<file path="src/rtl/lcdTimingPkg.sv">
package lcdTimingPkg;
  parameter int HCW = 12;
  parameter int VCW = 10;

  typedef struct packed {
    logic           on;
    logic [HCW-1:0] clsDly;
    logic [HCW-1:0] clsWid;
    logic [HCW-1:0] psDly;
    logic [HCW-1:0] revDly;
  } tft_t;

  typedef struct packed {
    logic [HCW-1:0] xMax;
    logic [HCW-1:0] hWait1;
    logic [HCW-1:0] hWidth;
    logic [HCW-1:0] hWait2;
    logic [VCW-1:0] yMax;
    logic [VCW-1:0] vWidth;
    logic [VCW-1:0] vWait2;
    logic [VCW-1:0] vWait1;
    tft_t           tft;
  } cfg_t;

  typedef struct packed {
    logic           hAct;
    logic           hSync;
    logic           vSync;
    logic           vAct;
    logic           lineBeg;
    logic           frameBeg;
    logic [HCW-1:0] pixX;
    logic [HCW-1:0] refOff;
    logic [VCW-1:0] lineIdx;
  } strb_t;
endpackage

</file>
<file path="src/rtl/lcdTimingCtrl.sv">
module lcdTimingCtrl
  import lcdTimingPkg::*;
(
  input  logic clk,
  input  logic rstN,
  input  cfg_t cfgIn,
  output tft_t tftR,
  output strb_t strb
);
  cfg_t cfgR;
  logic [HCW-1:0] hCnt, lineLen, syncBeg, syncEnd;
  logic [VCW-1:0] vCnt, actBeg, actEnd, frameLen;
  logic lineLast, frameLast;

  always_comb begin
    lineLen   = cfgR.xMax + cfgR.hWait1 + cfgR.hWidth + cfgR.hWait2 + HCW'(5);
    syncBeg   = cfgR.xMax + cfgR.hWait1 + HCW'(1);
    syncEnd   = syncBeg + cfgR.hWidth + HCW'(1);
    actBeg    = cfgR.vWidth + cfgR.vWait2;
    actEnd    = actBeg + cfgR.yMax;
    frameLen  = actEnd + cfgR.vWait1;
    lineLast  = (hCnt == lineLen - HCW'(1));
    frameLast = (vCnt == frameLen - VCW'(1));
  end

  always_ff @(posedge clk) begin
    if (!rstN) begin
      hCnt <= '0;
      vCnt <= '0;
      cfgR <= cfgIn;
    end else if (lineLast) begin
      hCnt <= '0;
      if (frameLast) begin
        vCnt <= '0;
        cfgR <= cfgIn;
      end else begin
        vCnt <= vCnt + VCW'(1);
      end
    end else begin
      hCnt <= hCnt + HCW'(1);
    end
  end

  always_comb begin
    strb.hAct     = (hCnt < cfgR.xMax);
    strb.hSync    = (hCnt >= syncBeg) && (hCnt < syncEnd);
    strb.vAct     = (vCnt >= actBeg) && (vCnt < actEnd);
    // vertical sync leads the frame by one clock and ends one clock early
    strb.vSync    = ((vCnt < cfgR.vWidth) &&
                     !((vCnt == cfgR.vWidth - VCW'(1)) && lineLast)) ||
                    (frameLast && lineLast);
    strb.lineBeg  = (hCnt == '0);
    strb.frameBeg = (hCnt == '0) && (vCnt == '0);
    strb.pixX     = hCnt;
    strb.lineIdx  = vCnt - actBeg;
    strb.refOff   = (hCnt >= syncBeg) ? (hCnt - syncBeg)
                                      : (hCnt + lineLen - syncBeg);
  end

  assign tftR = cfgR.tft;

  AST_CFG_FRAME_ONLY: assert property (@(posedge clk) disable iff (!rstN)
    !((hCnt == '0) && (vCnt == '0)) |-> $stable(cfgR));
  AST_HCNT_BOUND: assert property (@(posedge clk) disable iff (!rstN)
    hCnt < lineLen);
  AST_VSYNC_LEADS: assert property (@(posedge clk) disable iff (!rstN)
    strb.frameBeg |-> $past(strb.vSync));
endmodule

</file>
<file path="src/rtl/lcdTimingPath.sv">
module lcdTimingPath
  import lcdTimingPkg::*;
(
  input  logic           clk,
  input  logic           rstN,
  input  tft_t           tftCfg,
  input  strb_t          strb,
  output logic           hsyncN,
  output logic           vsyncN,
  output logic           oeN,
  output logic           dataEn,
  output logic           lineStart,
  output logic           frameStart,
  output logic [HCW-1:0] pixelX,
  output logic [VCW-1:0] lineY,
  output logic           clsOut,
  output logic           psOut,
  output logic           revOut
);
  logic deNext, clsHit, psHit, revHit;

  always_comb begin
    deNext = strb.hAct && strb.vAct;
    clsHit = (strb.refOff >= tftCfg.clsDly + HCW'(1)) &&
             (strb.refOff <  tftCfg.clsDly + tftCfg.clsWid + HCW'(2));
    psHit  = (strb.refOff >= tftCfg.psDly);
    revHit = (strb.refOff == tftCfg.revDly + HCW'(1));
  end

  always_ff @(posedge clk) begin
    if (!rstN) begin
      hsyncN     <= 1'b1;
      vsyncN     <= 1'b1;
      oeN        <= 1'b1;
      dataEn     <= 1'b0;
      lineStart  <= 1'b0;
      frameStart <= 1'b0;
      pixelX     <= '0;
      lineY      <= '0;
      clsOut     <= 1'b0;
      psOut      <= 1'b0;
      revOut     <= 1'b0;
    end else begin
      hsyncN     <= ~strb.hSync;
      vsyncN     <= ~strb.vSync;
      oeN        <= ~deNext;
      dataEn     <= deNext;
      lineStart  <= strb.lineBeg;
      frameStart <= strb.frameBeg;
      pixelX     <= deNext ? strb.pixX : '0;
      lineY      <= strb.vAct ? strb.lineIdx : '0;
      clsOut     <= tftCfg.on && clsHit;
      psOut      <= tftCfg.on && psHit;
      revOut     <= tftCfg.on ? (revOut ^ revHit) : 1'b0;
    end
  end

  AST_FRAME_WITH_LINE: assert property (@(posedge clk) disable iff (!rstN)
    frameStart |-> lineStart);
  AST_PULSE_SHORT: assert property (@(posedge clk) disable iff (!rstN)
    lineStart |=> !lineStart);
  AST_DE_NOT_IN_SYNC: assert property (@(posedge clk) disable iff (!rstN)
    dataEn |-> hsyncN);
  AST_TFT_QUIET: assert property (@(posedge clk) disable iff (!rstN)
    !tftCfg.on |=> (!clsOut && !psOut && !revOut));
endmodule

</file>
<file path="src/rtl/lcdTimingTop.sv">
module lcdTimingTop
  import lcdTimingPkg::*;
(
  input  logic           clk,
  input  logic           rstN,
  input  logic [HCW-1:0] xMax,
  input  logic [HCW-1:0] hWait1,
  input  logic [HCW-1:0] hWidth,
  input  logic [HCW-1:0] hWait2,
  input  logic [VCW-1:0] yMax,
  input  logic [VCW-1:0] vWidth,
  input  logic [VCW-1:0] vWait2,
  input  logic [VCW-1:0] vWait1,
  input  logic           tftMode,
  input  logic [HCW-1:0] clsDelay,
  input  logic [HCW-1:0] clsWidth,
  input  logic [HCW-1:0] psDelay,
  input  logic [HCW-1:0] revDelay,
  output logic           hsyncN,
  output logic           vsyncN,
  output logic           oeN,
  output logic           dataEn,
  output logic           lineStart,
  output logic           frameStart,
  output logic [HCW-1:0] pixelX,
  output logic [VCW-1:0] lineY,
  output logic           clsOut,
  output logic           psOut,
  output logic           revOut
);
  cfg_t  cfgIn;
  tft_t  tftR;
  strb_t strb;

  always_comb begin
    cfgIn.xMax       = xMax;
    cfgIn.hWait1     = hWait1;
    cfgIn.hWidth     = hWidth;
    cfgIn.hWait2     = hWait2;
    cfgIn.yMax       = yMax;
    cfgIn.vWidth     = vWidth;
    cfgIn.vWait2     = vWait2;
    cfgIn.vWait1     = vWait1;
    cfgIn.tft.on     = tftMode;
    cfgIn.tft.clsDly = clsDelay;
    cfgIn.tft.clsWid = clsWidth;
    cfgIn.tft.psDly  = psDelay;
    cfgIn.tft.revDly = revDelay;
  end

  lcdTimingCtrl uCtrl (
    .clk   (clk),
    .rstN  (rstN),
    .cfgIn (cfgIn),
    .tftR  (tftR),
    .strb  (strb)
  );

  lcdTimingPath uPath (
    .clk        (clk),
    .rstN       (rstN),
    .tftCfg     (tftR),
    .strb       (strb),
    .hsyncN     (hsyncN),
    .vsyncN     (vsyncN),
    .oeN        (oeN),
    .dataEn     (dataEn),
    .lineStart  (lineStart),
    .frameStart (frameStart),
    .pixelX     (pixelX),
    .lineY      (lineY),
    .clsOut     (clsOut),
    .psOut      (psOut),
    .revOut     (revOut)
  );
endmodule

</file>
<file path="config.mk">
export PLATFORM = sky130hd
export DESIGN_NAME = lcdTimingTop
export DESIGN_NICKNAME = d
export VERILOG_FILES = /design/src/rtl/lcdTimingPkg.sv /design/src/rtl/lcdTimingCtrl.sv /design/src/rtl/lcdTimingPath.sv /design/src/rtl/lcdTimingTop.sv
export SDC_FILE = /design/constraint.sdc
export NUM_CORES = 1
export LEC_CHECK = 0
export BUFFER_PORTS_ARGS = -buffer_cell sky130_fd_sc_hd__buf_2
export CORE_AREA = 4 4 200 202
export DETAILED_ROUTE_END_ITERATION = 8
export DIE_AREA = 0 0 204 206
export SETUP_SLACK_MARGIN = 0.05
export SLEW_MARGIN = 10
export SYNTH_ARGS = -nofsm -noshare
export SYNTH_HDL_FRONTEND = slang
export SYNTH_HIERARCHICAL = 1
export SYNTH_SLANG_ARGS = --single-unit
</file>
<file path="constraint.sdc">
create_clock -name clk -period 12.94 [get_ports clk]
set_input_delay 1.941 -clock clk [delete_from_list [all_inputs] [get_ports clk]]
set_output_delay 1.941 -clock clk [all_outputs]
set_load 0.005 [all_outputs]
</file>
* Word-level counts from Yosys, hierarchy flattened
Index checks and enable logic that the tools add are counted.
Storage, ports and cells: bits in registers 190, latch bits 0, memory bits (writable) 0, bits in read-only memories 0, bits of input ports 139, output and inout port bits 31, logic and storage cells 93, memories kept 0
Operators by class: add/subtract/negate cells 23, multiply operators 0, divide/modulo/power cells 0, $lt $le $gt $ge 9, equal/unequal tests 6, shift operators 0, mux-type cells 5, bitwise operators 5, reduce and logical (&&, ||, !) cells 19
Operators with widths (count):
- two-way mux 137 bit | 3
- adder 12 bit | 6
- adder 12 x 1 -> 12 bit, second input constant | 5
- greater-or-equal comparator 12 bit | 3
- less-than comparator 12 bit | 3
- adder 10 bit | 3
- equality test 12 bit | 2
- subtractor 12 bit | 2
- equality test 10 bit | 2
- less-than comparator 10 bit | 2
- subtractor 10 x 1 -> 10 bit, second input constant | 2
- adder 12 x 2 -> 12 bit, second input constant | 1
- adder 12 x 3 -> 12 bit, second input constant | 1
- logical NOT 12 bit | 1
- two-way mux 12 bit | 1
- subtractor 12 x 1 -> 12 bit, second input constant | 1
- adder 10 x 1 -> 10 bit, second input constant | 1
- greater-or-equal comparator 10 bit | 1
- logical AND 1 bit | 10
- logical NOT 10 bit | 1
- two-way mux 10 bit | 1
- subtractor 10 bit | 1
- AND reduction 2 bit | 4
- inequality test 2 x 1 -> 1 bit, second input constant | 2
- other kinds (5) | 8

* Logic depth before layout (Yosys ltp)
word-level depth 11, gate-level depth with buffers 34, mapped depth without buffers 34

* Hierarchy
The synthesis kept the hierarchy.
Modules (own cells, without submodules):
- lcdTimingCtrl | times used 1, cells each 1202, area an instance 12321.8 um^2, seq. area each 4554.4 um^2
- lcdTimingPath | times used 1, cells each 317, area an instance 2762.6 um^2, seq. area each 620.6 um^2

* Worst setup path after synthesis
No wires, ideal clock.
kind register to register, start point register uCtrl/cfgR[125] in the netlist's numbering, end point register uCtrl/cfgR[100] in the netlist's numbering, enable pin, setup time 501 ps, arrival time 7699 ps, data required time 12439 ps, path slack 4740 ps, cell stages (with the launch flop) 23, buffers on the path 0, clock period less this slack 8200 ps, path through edfxtp_1 > ha_1 > inv_1 > fa_1 > nor2b_1 > o21ai_0 > a21boi_0 > o21ai_0 > a21boi_0 > nor2_1 > fa_1 > ha_1 > ha_1 > and3_1 > a221oi_2 > xnor2_2 > nor4b_4 > nand3_2 > xnor2_2 > xnor2_1 > nor4_2 > nand2_1 > nand2_1
On the way: word-level cells in the longest chain between the ends 8
Ends and longest elaborated chain:
- start, declared | RTL line lcdTimingCtrl.sv:10 | cfg_t cfgR;
- start signal, assigned | RTL line lcdTimingCtrl.sv:30 | cfgR <= cfgIn;
- start signal, assigned | RTL line lcdTimingCtrl.sv:35 | cfgR <= cfgIn;
- adder 12 bit (3 in series) | RTL line lcdTimingCtrl.sv:16 | lineLen = cfgR.xMax + cfgR.hWait1 + cfgR.hWidth + cfgR.hWait2 + HCW'(5);
- adder 12 x 3 -> 12 bit | RTL line lcdTimingCtrl.sv:16
- subtractor 12 x 1 -> 12 bit | RTL line lcdTimingCtrl.sv:22 | lineLast = (hCnt == lineLen - HCW'(1));
- equality test 12 bit | RTL line lcdTimingCtrl.sv:22
- inequality test 2 x 1 -> 1 bit (no line)
- AND reduction 2 bit (no line)
No other way between the ends. A chain may end at the register's enable or synchronous reset.

* Final worst setup path
start point register uCtrl/cfgR[125] in the netlist's numbering, end point register uCtrl/cfgR[94] in the netlist's numbering, enable pin
Same word-level chain as after synthesis.

==> flow_summary.json <==
{
  "status": "completed",
  "setup_viol": 0,
  "r2r-start": "uCtrl/cfgR[125]",
  "ir_worst_vdd_v": 0.0001234,
  "cts_tree": "yes",
  "clk_pin_slew_worst_paths_ps": 70,
  "power_density_nw_per_um2": 219.4,
  "max_slew_margin_pct": 23.33,
  "crit_slowest_cell": "buf_4",
  "final.setup.tns_ps": 0,
  "path_cells": "ha_1 > inv_1 > fa_1 > nor2b_1 > o21ai_0 > a21boi_0 > o21ai_0 > a211oi_1 > nor4_1 > a311oi_1 > fa_1 > inv_1 > ha_1 > ha_1 > xnor2_1 > nand3_2 > xnor2_2 > xnor2_1 > nor4_2 > nand2_1 > nand2_4 > buf_4",
  "clock_skew_ps": 20.25,
  "nets": 2037,
  "fp.dieW_microns": 204,
  "slew_viol_final": 0,
  "ys_warn_count": 6,
  "startpoint_type": "flop",
  "arrival_ps": 7790,
  "path_delay_family": "simple AND/OR/NAND/NOR gates",
  "min-delay-start": "uPath/revOut",
  "power.total_mw": 3.678,
  "area_growth_pct": 11.14,
  "fillCellCount": 3732,
  "dp_hpwl_microns": 28850,
  "path_max_fanout": 87,
  "drtIter0Drc": 447,
  "path_buf_inv": 3,
  "leakage_nw": 7.739,
  "core_area_sq_um": 38290,
  "cts_buffers": 17,
  "hold_violations": 0,
  "cts_setup_buffers": 0,
  "layout-drive-gt1-share_pct": 13.84,
  "worstMarginPinSlew_ps": 1150,
  "drc": 0,
  "postCtsResizedCells": 0,
  "clkSinkCount": 190,
  "synthFlopType": "edfxtp_1",
  "first_pass_iters": 5,
  "rsz0062_at_grt": "false",
  "r2r_end": "uCtrl/cfgR[94]",
  "cap_violations": 0,
  "cts-root-buf": "clkbuf_16",
  "avgSynthCellArea_sq_um": 9.931,
  "route.detailed.wl_per_inst_microns": 16.39,
  "ctsHoldBuffers": 0,
  "yosys_register_bits": 190,
  "start_util_pct": 39.40,
  "via_count": 10960,
  "synth.distinct_cells": 83,
  "layout_commonest_cell": "ha_1",
  "grt_pass1_vias": 11080,
  "antenna_found_initial": 0,
  "ant_nets": 0,
  "worstSkewPairLatency_ps": 470,
  "synth_nets": 1907,
  "min_period_over_period_pct": 59.70,
  "r2r_cells": 22,
  "fin_crit_ps": 7725,
  "r2r_slack_ps": 5210,
  "drt_wl_total_microns": 35730,
  "critPathCaptureType": "flop",
  "die_y_microns": 206,
  "final_cell_mix": "ha_1, inv_1, buf_2",
  "ios": 170,
  "cts.path.max_buffers": 2,
  "min_path_cells": 2,
  "rows": 72,
  "die_area_sq_um": 42020,
  "grt_start_max_net_pins": 88,
  "gp_congestion": 0.8714,
  "synth_edf_count": 137,
  "ys_seq_area_share_pct": 34.31,
  "crit_top_cell": "ha_1",
  "vias_per_cell": 5.028,
  "synth_area_sq_um": 15080,
  "io_buffers": 169,
  "cpPeakStageDelay_ps": 900,
  "whs_endpoint": "uPath/revOut",
  "crit_type": "flop to flop",
  "grt_pass1_wl_microns": 57190,
  "n_antenna_cell": 0,
  "cp_data_required_time_ps": 13010,
  "grt_usage_pct": 17.27,
  "fmax_mhz": 129.4,
  "async_reset_ff_share_pct": 0,
  "overflow": 0,
  "hold_class": "flop to flop",
  "syn_inst": 1519,
  "htreeDepth": 4
}
per-layer routing:
layer | global-route usage [%] | wire length [microns] | vias up
met5 | 0.8333 | 42 | -
met3 | 3.170 | 1465 | 34
met1 | 23.28 | 16690 | 5134
met2 | 28.55 | 16870 | 205
met4 | 4.858 | 663 | 2
li1 | - | - | 5585
stage by stage:
stage                     hold WS (ps)  worst slack [ps]  util (%)  instance area, sq um  std cells
after detailed placement         553.0              5196     42.31                 16200       2148
final                            565.7              5215     43.79                 16760       2180
after global routing             621.0              4422     43.79                 16760       2180
after floorplan                  490.9              4740         -                 15080       1519
after CTS                        569.9              5172     43.79                 16760       2180
after global placement           542.6              5272     42.31                 16200       2148
sequential cells by signal, indices dropped and copies added (netlist names):
register / flops
uCtrl/vCnt: 10
uPath/revOut: 1
uCtrl/hCnt: 12
uCtrl/tftR: 49
uCtrl/cfgR: 88
uPath/vsyncN: 1
uPath/pixelX: 12
uPath/clsOut: 1
uPath/oeN: 1
uPath/dataEn: 1
uPath/hsyncN: 1
uPath/frameStart: 1
uPath/lineY: 10
uPath/psOut: 1
uPath/lineStart: 1
cell type report:
type,count,area [sq um],share of cell area (%)
clock inverters,14,126.4,0.7538
flip-flops and latches,190,5175,30.87
inverters,188,705.7,4.209
multi-input cells,1078,8787,52.41
repair buffers,174,883.3,5.269
well taps,518,648.1,3.866
clock buffers,18,439.2,2.620
Yosys cell counts, drive strengths merged, types with 12 or more instances:
master	n	area, sq um
nor2	72	270.3
and3	40	251.5
o211ai	15	112.6
buf	51	377.9
xnor2	105	934.7
o21a	17	127.6
a21o	36	270.3
o21ai	70	350.3
nand2	52	195.2
a21oi	80	400.4
fa	28	560.5
xor2	57	499.2
clkbuf	12	46.29
nand4	15	108.9
nand3	43	220.2
nor3	32	160.2
ha	221	2765
and2	22	137.6
nand2b	25	163.9
nor2b	19	118.9
inv	188	705.7
edfxtp	137	4114
dfxtp	53	1061
cells by family after synthesis:
family	Yosys count	share of synthesized area, %
simple gates	366	13.24
compound gates	293	12.62
buf+inv	251	7.490
fa+ha+maj	249	22.05
flops	190	34.31
xor+xnor	165	9.954
mux	5	0.3484
report_power, final:
part,switching (mW),internal [mW]
sequential,0.0208,0.684
clock,0.257,0.258
combinational,1.39,1.07
tightest hold or removal path: stages (launching register included):
cell     delay [ps]
dfxtp_1         320
nor2_1          100
mux2_1          120
worst max-delay path by stage:
stage | startpoint | to | slack (ps) | cells past startpoint
2_1_floorplan | uCtrl/cfgR[125] | uCtrl/cfgR[100] | 4740 | 22
3_3_place_gp | uCtrl/cfgR[125] | uPath/revOut | 5270 | 30
3_5_place_dp | uCtrl/cfgR[125] | uCtrl/cfgR[84] | 5200 | 22
4_1_cts | uCtrl/cfgR[125] | uPath/revOut | 5170 | 30
5_1_grt | uCtrl/cfgR[125] | uPath/clsOut | 4420 | 29
6_report | uCtrl/cfgR[125] | uCtrl/cfgR[94] | 5210 | 22
No activity file was read; power rests on OpenSTA's default activity.
